## config.mk

```make
export PLATFORM = sky130hd
export DESIGN_NAME = xint_conditioner
export DESIGN_NICKNAME = d
export VERILOG_FILES = /design/src/rtl/xint_pkg.sv /design/src/rtl/xint_sync.sv /design/src/rtl/xint_strobe_gen.sv /design/src/rtl/xint_glitch_filter.sv /design/src/rtl/xint_edge_flag.sv /design/src/rtl/xint_conditioner.sv
export SDC_FILE = /design/constraint.sdc
export NUM_CORES = 1
export LEC_CHECK = 0
export BUFFER_PORTS_ARGS = -buffer_cell sky130_fd_sc_hd__buf_4
export CAP_MARGIN = 40
export CORE_MARGIN = 2
export CORE_UTILIZATION = 40
export DETAILED_ROUTE_END_ITERATION = 12
export GPL_ROUTABILITY_DRIVEN = 0
export SLEW_MARGIN = 20
export SYNTH_ARGS = -nofsm -noshare
export SYNTH_HDL_FRONTEND = slang
export SYNTH_HIERARCHICAL = 1
export SYNTH_SLANG_ARGS = --single-unit
export TNS_END_PERCENT = 1
```

## constraint.sdc

```tcl
create_clock -name clk_i -period 4.8 [get_ports clk_i]
set_input_delay 1.2 -clock clk_i [delete_from_list [all_inputs] [get_ports clk_i]]
set_output_delay 1.2 -clock clk_i [all_outputs]
set_load 0.02 [all_outputs]
```

## src/rtl/xint_pkg.sv

```systemverilog
package xint_pkg;

  typedef enum logic [1:0] {
    FSEL_BYPASS = 2'b00,
    FSEL_FAST   = 2'b01,
    FSEL_MID    = 2'b10,
    FSEL_SLOW   = 2'b11
  } fsel_e;

  // strobe when the free-running count reaches the last slot of a period
  function automatic logic strobe_hit(input logic [31:0] cnt, input int unsigned div);
    return (cnt % div) == (div - 1);
  endfunction

  // edge qualification on the conditioned level
  function automatic logic edge_hit(input logic prev, input logic cur,
                                    input logic rise_sel, input logic both);
    logic rise;
    logic fall;
    rise = cur & ~prev;
    fall = prev & ~cur;
    if (both) return rise | fall;
    return rise_sel ? rise : fall;
  endfunction

endpackage

```

## src/rtl/xint_sync.sv

```systemverilog
module xint_sync #(
  parameter int STAGES = 2
) (
  input  logic clk_i,
  input  logic async_i,
  output logic sync_o
);
  logic [STAGES-1:0] chain_q;

  // deliberately not reset: the chain settles while reset is held
  always_ff @(posedge clk_i) begin
    chain_q <= {chain_q[STAGES-2:0], async_i};
  end

  assign sync_o = chain_q[STAGES-1];
endmodule

```

## src/rtl/xint_strobe_gen.sv

```systemverilog
module xint_strobe_gen
  import xint_pkg::*;
#(
  parameter int DIV_MID  = 8,
  parameter int DIV_SLOW = 32
) (
  input  logic       clk_i,
  input  logic       rst_n_i,
  input  logic [1:0] fsel_i,
  output logic       strobe_o
);
  localparam int CW = (DIV_SLOW > 1) ? $clog2(DIV_SLOW) : 1;

  logic [CW-1:0] cnt_q;
  logic          hit_mid;
  logic          hit_slow;

  always_ff @(posedge clk_i) begin
    if (!rst_n_i) cnt_q <= '0;
    else          cnt_q <= cnt_q + 1'b1;
  end

  assign hit_mid  = strobe_hit(32'(cnt_q), DIV_MID);
  assign hit_slow = strobe_hit(32'(cnt_q), DIV_SLOW);

  always_comb begin
    unique case (fsel_e'(fsel_i))
      FSEL_FAST: strobe_o = 1'b1;
      FSEL_MID:  strobe_o = hit_mid;
      FSEL_SLOW: strobe_o = hit_slow;
      default:   strobe_o = 1'b0;
    endcase
  end
endmodule

```

## src/rtl/xint_glitch_filter.sv

```systemverilog
module xint_glitch_filter #(
  parameter int MATCH_COUNT = 3
) (
  input  logic clk_i,
  input  logic rst_n_i,
  input  logic sync_i,
  input  logic bypass_i,
  input  logic strobe_i,
  output logic filt_q_o,
  output logic level_o
);
  localparam int HW = MATCH_COUNT - 1;

  logic [HW-1:0]          hist_q;
  logic                   filt_q;
  logic [MATCH_COUNT-1:0] window;
  logic                   accept;

  assign window = {hist_q, sync_i};
  assign accept = (&window) | ~(|window);

  always_ff @(posedge clk_i) begin
    if (!rst_n_i || bypass_i) begin
      hist_q <= {HW{sync_i}};
      filt_q <= sync_i;
    end else if (strobe_i) begin
      hist_q <= window[HW-1:0];
      if (accept) filt_q <= sync_i;
    end
  end

  assign filt_q_o = filt_q;
  assign level_o  = bypass_i ? sync_i : filt_q;
endmodule

```

## src/rtl/xint_edge_flag.sv

```systemverilog
module xint_edge_flag
  import xint_pkg::*;
(
  input  logic clk_i,
  input  logic rst_n_i,
  input  logic level_i,
  input  logic en_i,
  input  logic rise_sel_i,
  input  logic both_i,
  input  logic clr_i,
  output logic edge_o,
  output logic trig_o,
  output logic irq_o
);
  logic prev_q;
  logic trig_q;
  logic flag_q;

  assign edge_o = en_i & edge_hit(prev_q, level_i, rise_sel_i, both_i);

  always_ff @(posedge clk_i) begin
    prev_q <= level_i;
    if (!rst_n_i) begin
      trig_q <= 1'b0;
      flag_q <= 1'b0;
    end else begin
      trig_q <= edge_o;
      flag_q <= edge_o | (flag_q & ~clr_i);
    end
  end

  assign trig_o = trig_q;
  assign irq_o  = flag_q;
endmodule

```

## src/rtl/xint_conditioner.sv

```systemverilog
module xint_conditioner #(
  parameter int SYNC_STAGES = 2,
  parameter int DIV_MID     = 8,
  parameter int DIV_SLOW    = 32,
  parameter int MATCH_COUNT = 3
) (
  input  logic       clk_i,
  input  logic       rst_n_i,
  input  logic       pin_i,
  input  logic       en_i,
  input  logic [1:0] fsel_i,
  input  logic       rise_sel_i,
  input  logic       both_i,
  input  logic       clr_i,
  output logic       irq_o,
  output logic       trig_o
);
  logic sync_w;
  logic strobe_w;
  logic filt_w;
  logic level_w;
  logic edge_w;
  logic bypass_w;

  assign bypass_w = (fsel_i == 2'b00);

  xint_sync #(.STAGES(SYNC_STAGES)) u_sync (
    .clk_i   (clk_i),
    .async_i (pin_i),
    .sync_o  (sync_w)
  );

  xint_strobe_gen #(.DIV_MID(DIV_MID), .DIV_SLOW(DIV_SLOW)) u_strobe (
    .clk_i    (clk_i),
    .rst_n_i  (rst_n_i),
    .fsel_i   (fsel_i),
    .strobe_o (strobe_w)
  );

  xint_glitch_filter #(.MATCH_COUNT(MATCH_COUNT)) u_filter (
    .clk_i    (clk_i),
    .rst_n_i  (rst_n_i),
    .sync_i   (sync_w),
    .bypass_i (bypass_w),
    .strobe_i (strobe_w),
    .filt_q_o (filt_w),
    .level_o  (level_w)
  );

  xint_edge_flag u_edge (
    .clk_i      (clk_i),
    .rst_n_i    (rst_n_i),
    .level_i    (level_w),
    .en_i       (en_i),
    .rise_sel_i (rise_sel_i),
    .both_i     (both_i),
    .clr_i      (clr_i),
    .edge_o     (edge_w),
    .trig_o     (trig_o),
    .irq_o      (irq_o)
  );
endmodule

```

==> metrics.cfg, run 1 <==
[grt]
track_usage_pct=12.4
antenna_found_initial=0
grt_start_max_net_pins=10
grt-ovfl-total=0
met3_usage_pct=8.15
grt_pass1_vias=294
globalRouteMet1Util_pct=13.1
grt-busiest-layer=met2
use_met2_pct=17.1
grt_pass1_wl_um=1190

[worst_setup_path]
cp_top_family=multiplexers
slowest_delay_ps=380
cp_data_required_time_ps=4960
worstSetupPathType=in2reg
crit_chain=buf_4 -> nor2_1 -> mux2_2 -> ha_1 -> a211oi_2 -> o21ai_1
crit_slowest_cell=mux2_2
arrival_ps=2400
end_kind=flop
worstSetupStartpointType=input port
path_buf_inv=1
crit_fanout=3

[finish]
area_growth_pct=22.5
final_cells=76
fin_nets=76
drive_above_1_share_pct=31.1
antenna_cells=0
n_fill_cell=121

[floorplan]
rows=13
die_h_um=40.8
core_sq_mm=0.00128
die_w_um=40.8
die_area_sq_mm=0.00166
ios=11
start_util_pct=42.1

[clocking]
cts_buffer_depth=2
cts_sinks=13
ctsResizeCount=0
clk_latency_ps=270
path_clk_slew_ps=80
hold_buffers=0
numCtsBuffers=3
cts_setup_buffers=0
cts_tree=done
cts_htree_levels=1
ctsRootBufferMaster=clkbuf_4

[route]
first_pass_iters=4
wl_per_cell_um=10.5
wl_um=801
drt-vias-per-instance=4.68
vias=356
postRouteAntennaNets=0
first_iter_violations=4
drc_errors=0

[job]
cap_violations=0

[synth]
syn_nets=61
synth_area_per_cell_sq_um=11.5
yosys_warnings=6
synth_area_sq_um=541
syn_inst=47

[placement]
dpl.cell_count=72
place_hpwl_um=619
numPortBuffers=10

[timing]
fmax_mhz=447
min_period_ps=2240
drv_slew=0
hold_violations=0
rsz0062_at_grt=no
finClkSkew_ps=2.38
finalSetupViolCount=0
hold_slack_ps=331
tightestPinTransition_ps=245
finalSetupTns_ps=0
relSlewSlack_pct=83.6
min_period_over_period_pct=46.6

[power_and_ir_drop]
p_leak_nw=0.309
power.density_mw_per_mm2=322
ir_drop_mv=0.235

[min_path]
hp-class=reg2reg

[run_status]
outcome=finished, final reports clean

==> per-stage QoR <==
step | utilization, % | total power [W] | instance area [sq um] | setup slack (ps)
floorplan | - | 0.000139 | 541 | 2530
global placement | 49.4 | 0.000151 | 634 | 2260
detailed placement | 49.4 | 0.000151 | 634 | 2280
CTS | 51.5 | 0.000218 | 662 | 2570
global route | 51.5 | 0.000226 | 662 | 2510
finish | 51.5 | 0.000213 | 662 | 2560
==> layout make-up <==
cell class / count / area, sq um / share of cell area, %
clock inverters: 1 / 5.00 / 0.756
clock buffers: 3 / 22.5 / 3.40
flip-flops and latches: 13 / 290 / 43.9
repair buffers: 10 / 75.1 / 11.3
well taps: 15 / 18.8 / 2.84
inverters: 3 / 11.3 / 1.70
multi-input cells: 31 / 239 / 36.1
==> power breakdown <==
| group | switching (W) | internal, W | leakage (nW) | total (W) |
|---|---|---|---|---|
| Combinational | 0.0000110 | 0.0000134 | 0.178 | 0.0000244 |
| Clock | 0.0000345 | 0.0000308 | 0.0177 | 0.0000653 |
| Sequential | 0.00000387 | 0.000120 | 0.113 | 0.000124 |
==> final timing paths <==
check                     from           endpoint  slack, ps  depth (start not counted)
max reg2reg  u_strobe/cnt_q[0]  u_filter/filt_q_o       2840                          7
min          u_sync/chain_q[0]  u_sync/chain_q[1]        330                          0
min reg2reg  u_sync/chain_q[0]  u_sync/chain_q[1]        330                          0
max                  fsel_i[1]       u_edge/irq_o       2560                          6
==> metal layers <==
layer / up-vias / share of wire, %
met4: 0 / 1.5
li1: 192 / -
met5: - / 0
met1: 159 / 49
met2: 3 / 47
met3: 2 / 2.4
==> cell usage in the layout (no fill, tap or decap), types with 3 or more instances in the layout <==
cell and n:
and2_1 3, buf_4 10, clkbuf_4 3, dfxtp_1 10, edfxtp_1 3, ha_1 5
inv_1 3, nand3_1 3
==> sequential cells by signal, indices dropped and copies added (netlist names) <==
signal             flops
u_edge/irq_o           1
u_edge/prev_q          1
u_edge/trig_o          1
u_filter/filt_q_o      1
u_filter/hist_q        2
u_strobe/cnt_q         5
u_sync/chain_q         2
Note: power is estimated with default switching activity, not from simulation.
==> run 2, diff against run 1 <==
clock period = 1.8 ns   (was 4.8 ns; I/O delays follow)
==> metrics.cfg, run 2 (synthesized netlist as in run 1, its figures left out) <==
[route]
drt-vias-per-instance=4.75  ; was 4.68
first_iter_violations=5  ; was 4
postRouteAntennaNets=0  ; unchanged
wl_um=985  ; was 801 um
wl_per_cell_um=12.2  ; was 10.5 um
first_pass_iters=4  ; unchanged
vias=385  ; was 356
drc_errors=0  ; unchanged

[clocking]
hold_buffers=0  ; unchanged
clk_latency_ps=270  ; about the same
cts_tree=done  ; unchanged
path_clk_slew_ps=80  ; about the same
cts_htree_levels=1  ; unchanged
cts_buffer_depth=2  ; unchanged
cts_sinks=13  ; unchanged
ctsRootBufferMaster=clkbuf_4  ; unchanged
numCtsBuffers=3  ; unchanged

[run_status]
outcome=finished, final reports clean  ; unchanged

[floorplan]
ios=11  ; unchanged
die_w_um=40.8  ; unchanged
die_area_sq_mm=0.00166  ; unchanged
die_h_um=40.8  ; unchanged
core_sq_mm=0.00128  ; unchanged
rows=13  ; unchanged
start_util_pct=42.1  ; unchanged

[job]
cap_violations=0  ; unchanged

[power_and_ir_drop]
power.density_mw_per_mm2=788  ; was 322 mW/mm^2
swShare_pct=23.7  ; was 23.1%
combPwrFrac_pct=14.4  ; was 11.4%
ir_drop_mv=0.344  ; was 0.235 mV
total_power_w=0.000597  ; was 0.000213 W
p_seq_share_pct=55.8  ; was 58.0%
p_switching_w=0.000142  ; was 0.0000494 W
pwr-share-clk_pct=29.8  ; was 30.6%
p_leak_nw=0.330  ; was 0.309 nW
intPower_w=0.000455  ; was 0.000164 W

[timing]
finalSetupViolCount=0  ; unchanged
tightestPinTransition_ps=211  ; was 245 ps
relSlewSlack_pct=85.9  ; was 83.6%
hold_violations=0  ; unchanged
worst_slack_ps=0.893  ; was 2560 ps
finalSetupTns_ps=0  ; unchanged
min_period_over_period_pct=100
drv_slew=0  ; unchanged
fmax_mhz=556
finClkSkew_ps=1.94  ; was 2.38 ps
min_period_ps=1800
rsz0062_at_grt=yes  ; was no
hold_slack_ps=278  ; was 331 ps

[min_path]
hold-path-cell-count=1  ; was 0
worstHoldStart=pin_i  ; was u_sync/chain_q[0]
hp-class=in2reg  ; was reg2reg
min_to=u_sync/chain_q[0]  ; was u_sync/chain_q[1]

[finish]
area_growth_pct=40.3  ; was 22.5%
fin_nets=81  ; was 76
regMostFlops=u_strobe/cnt_q  ; unchanged
drive_above_1_share_pct=48.5  ; was 31.1%
final_common_cell=buf_4
final_cell_mix=buf_4, dfxtp_1  ; was buf_4, dfxtp_1, ha_1
reg.largest.list=u_strobe/cnt_q x5, u_filter/hist_q x2, u_sync/chain_q x2  ; unchanged
largest_reg_flops=5  ; unchanged
postLayoutCoreUtil_pct=59.0  ; was 51.5%
antenna_cells=0  ; unchanged

[grt]
grt_pass1_vias=389  ; was 294
grt-ovfl-total=0  ; unchanged
grt_start_max_net_pins=10  ; unchanged
grt_pass1_wl_um=1640  ; was 1190 um
track_usage_pct=15.8  ; was 12.4%
antenna_found_initial=0  ; unchanged

[worst_setup_path]
r2r_end=u_filter/filt_q_o  ; unchanged
reg2reg_slack_ps=0.9  ; was 2840 ps
path_buf_inv=1  ; unchanged
slowest_delay_ps=450  ; was 380 ps
crit_fanout=2  ; was 3
cp_top_family=simple AND/OR/NAND/NOR gates  ; was multiplexers
end_kind=flop  ; unchanged
worstSetupStartpointType=flop  ; was input port
cp_data_required_time_ps=1790  ; was 4960 ps
crit_slowest_cell=or4b_1  ; was mux2_2
r2r_cells=7  ; unchanged
worstSetupPathType=reg2reg  ; was in2reg
arrival_ps=1790  ; was 2400 ps
r2r_start=u_strobe/cnt_q[0]  ; unchanged
crit_chain=ha_4 -> buf_4 -> ha_2 -> a21oi_2 -> a31oi_4 -> or4b_1 -> nand3_1  ; was buf_4 -> nor2_1 -> mux2_2 -> ha_1 -> a211oi_2 -> o21ai_1

[placement]
dp_slack_ps=-112  ; was 2280 ps
place_hpwl_um=633  ; was 619 um
numPortBuffers=10  ; unchanged

[run 2: changes by cell type in the layout (fill, tap and decap cells not counted), moves of 2 or more]
cell	change
dfxtp_2	+2
ha_1	-3
buf_4	+5
ha_4	+2
dfxtp_1	-2
[run 2: final cells by class]
type	count	area, sq um
flip-flops and latches	13	293
inverters	3	11.3
multi-input cells	31	297
clock buffers	4	26.3
well taps	15	18.8
fillers	115	527
repair buffers	15	113
[run 2: worst max-delay path by stage]
stage                 startpoint                 to  slack [ps]  cells after the start
2_1_floorplan  u_strobe/cnt_q[0]  u_filter/filt_q_o          20                      7
3_3_place_gp   u_strobe/cnt_q[0]  u_filter/filt_q_o         -50                      7
3_5_place_dp   u_strobe/cnt_q[0]  u_filter/filt_q_o        -110                      7
4_1_cts        u_strobe/cnt_q[1]  u_filter/filt_q_o         -10                      7
5_1_grt        u_strobe/cnt_q[0]  u_filter/filt_q_o         -50                      7
6_report       u_strobe/cnt_q[0]  u_filter/filt_q_o         0.9                      7
[run 2: what timing repair did]
item	4_1_cts	5_1_grt
resized for setup	8	5
setup buffers	5	0
cloned	0	0
pin swaps	3	4
endpoints found under the setup margin	1	3
[run 2: stage by stage]
stage	area [sq um]	cells
after floorplan	541	47
after global placement	634	72
after detailed placement	634	72
after CTS	726	81
after global routing	758	81
final	758	81
[run 2: layer usage]
metal	global-route usage, %	wire length, um	vias to the layer above
met2	22.2	505	4
li1	-	-	202
met5	0	0	-
met3	3.26	32	0
met1	21.7	446	179
met4	10.0	0	0
[run 2: power groups by stage]
stage | clock, W | combinational (W) | sequential [W]
2_1_floorplan | 0 | 0.0000336 | 0.000338
3_3_place_gp | 0 | 0.0000655 | 0.000337
3_5_place_dp | 0 | 0.0000659 | 0.000338
4_1_cts | 0.000186 | 0.0000778 | 0.000332
5_1_grt | 0.000201 | 0.0000972 | 0.000337
6_report | 0.000178 | 0.0000861 | 0.000333
[run 2: worst reg2reg max path: stages (launching register included)]
cell and delay (ps):
dfxtp_2 350, ha_4 130, buf_4 100, ha_2 170
a21oi_2 70, a31oi_4 140, or4b_1 450, nand3_1 110
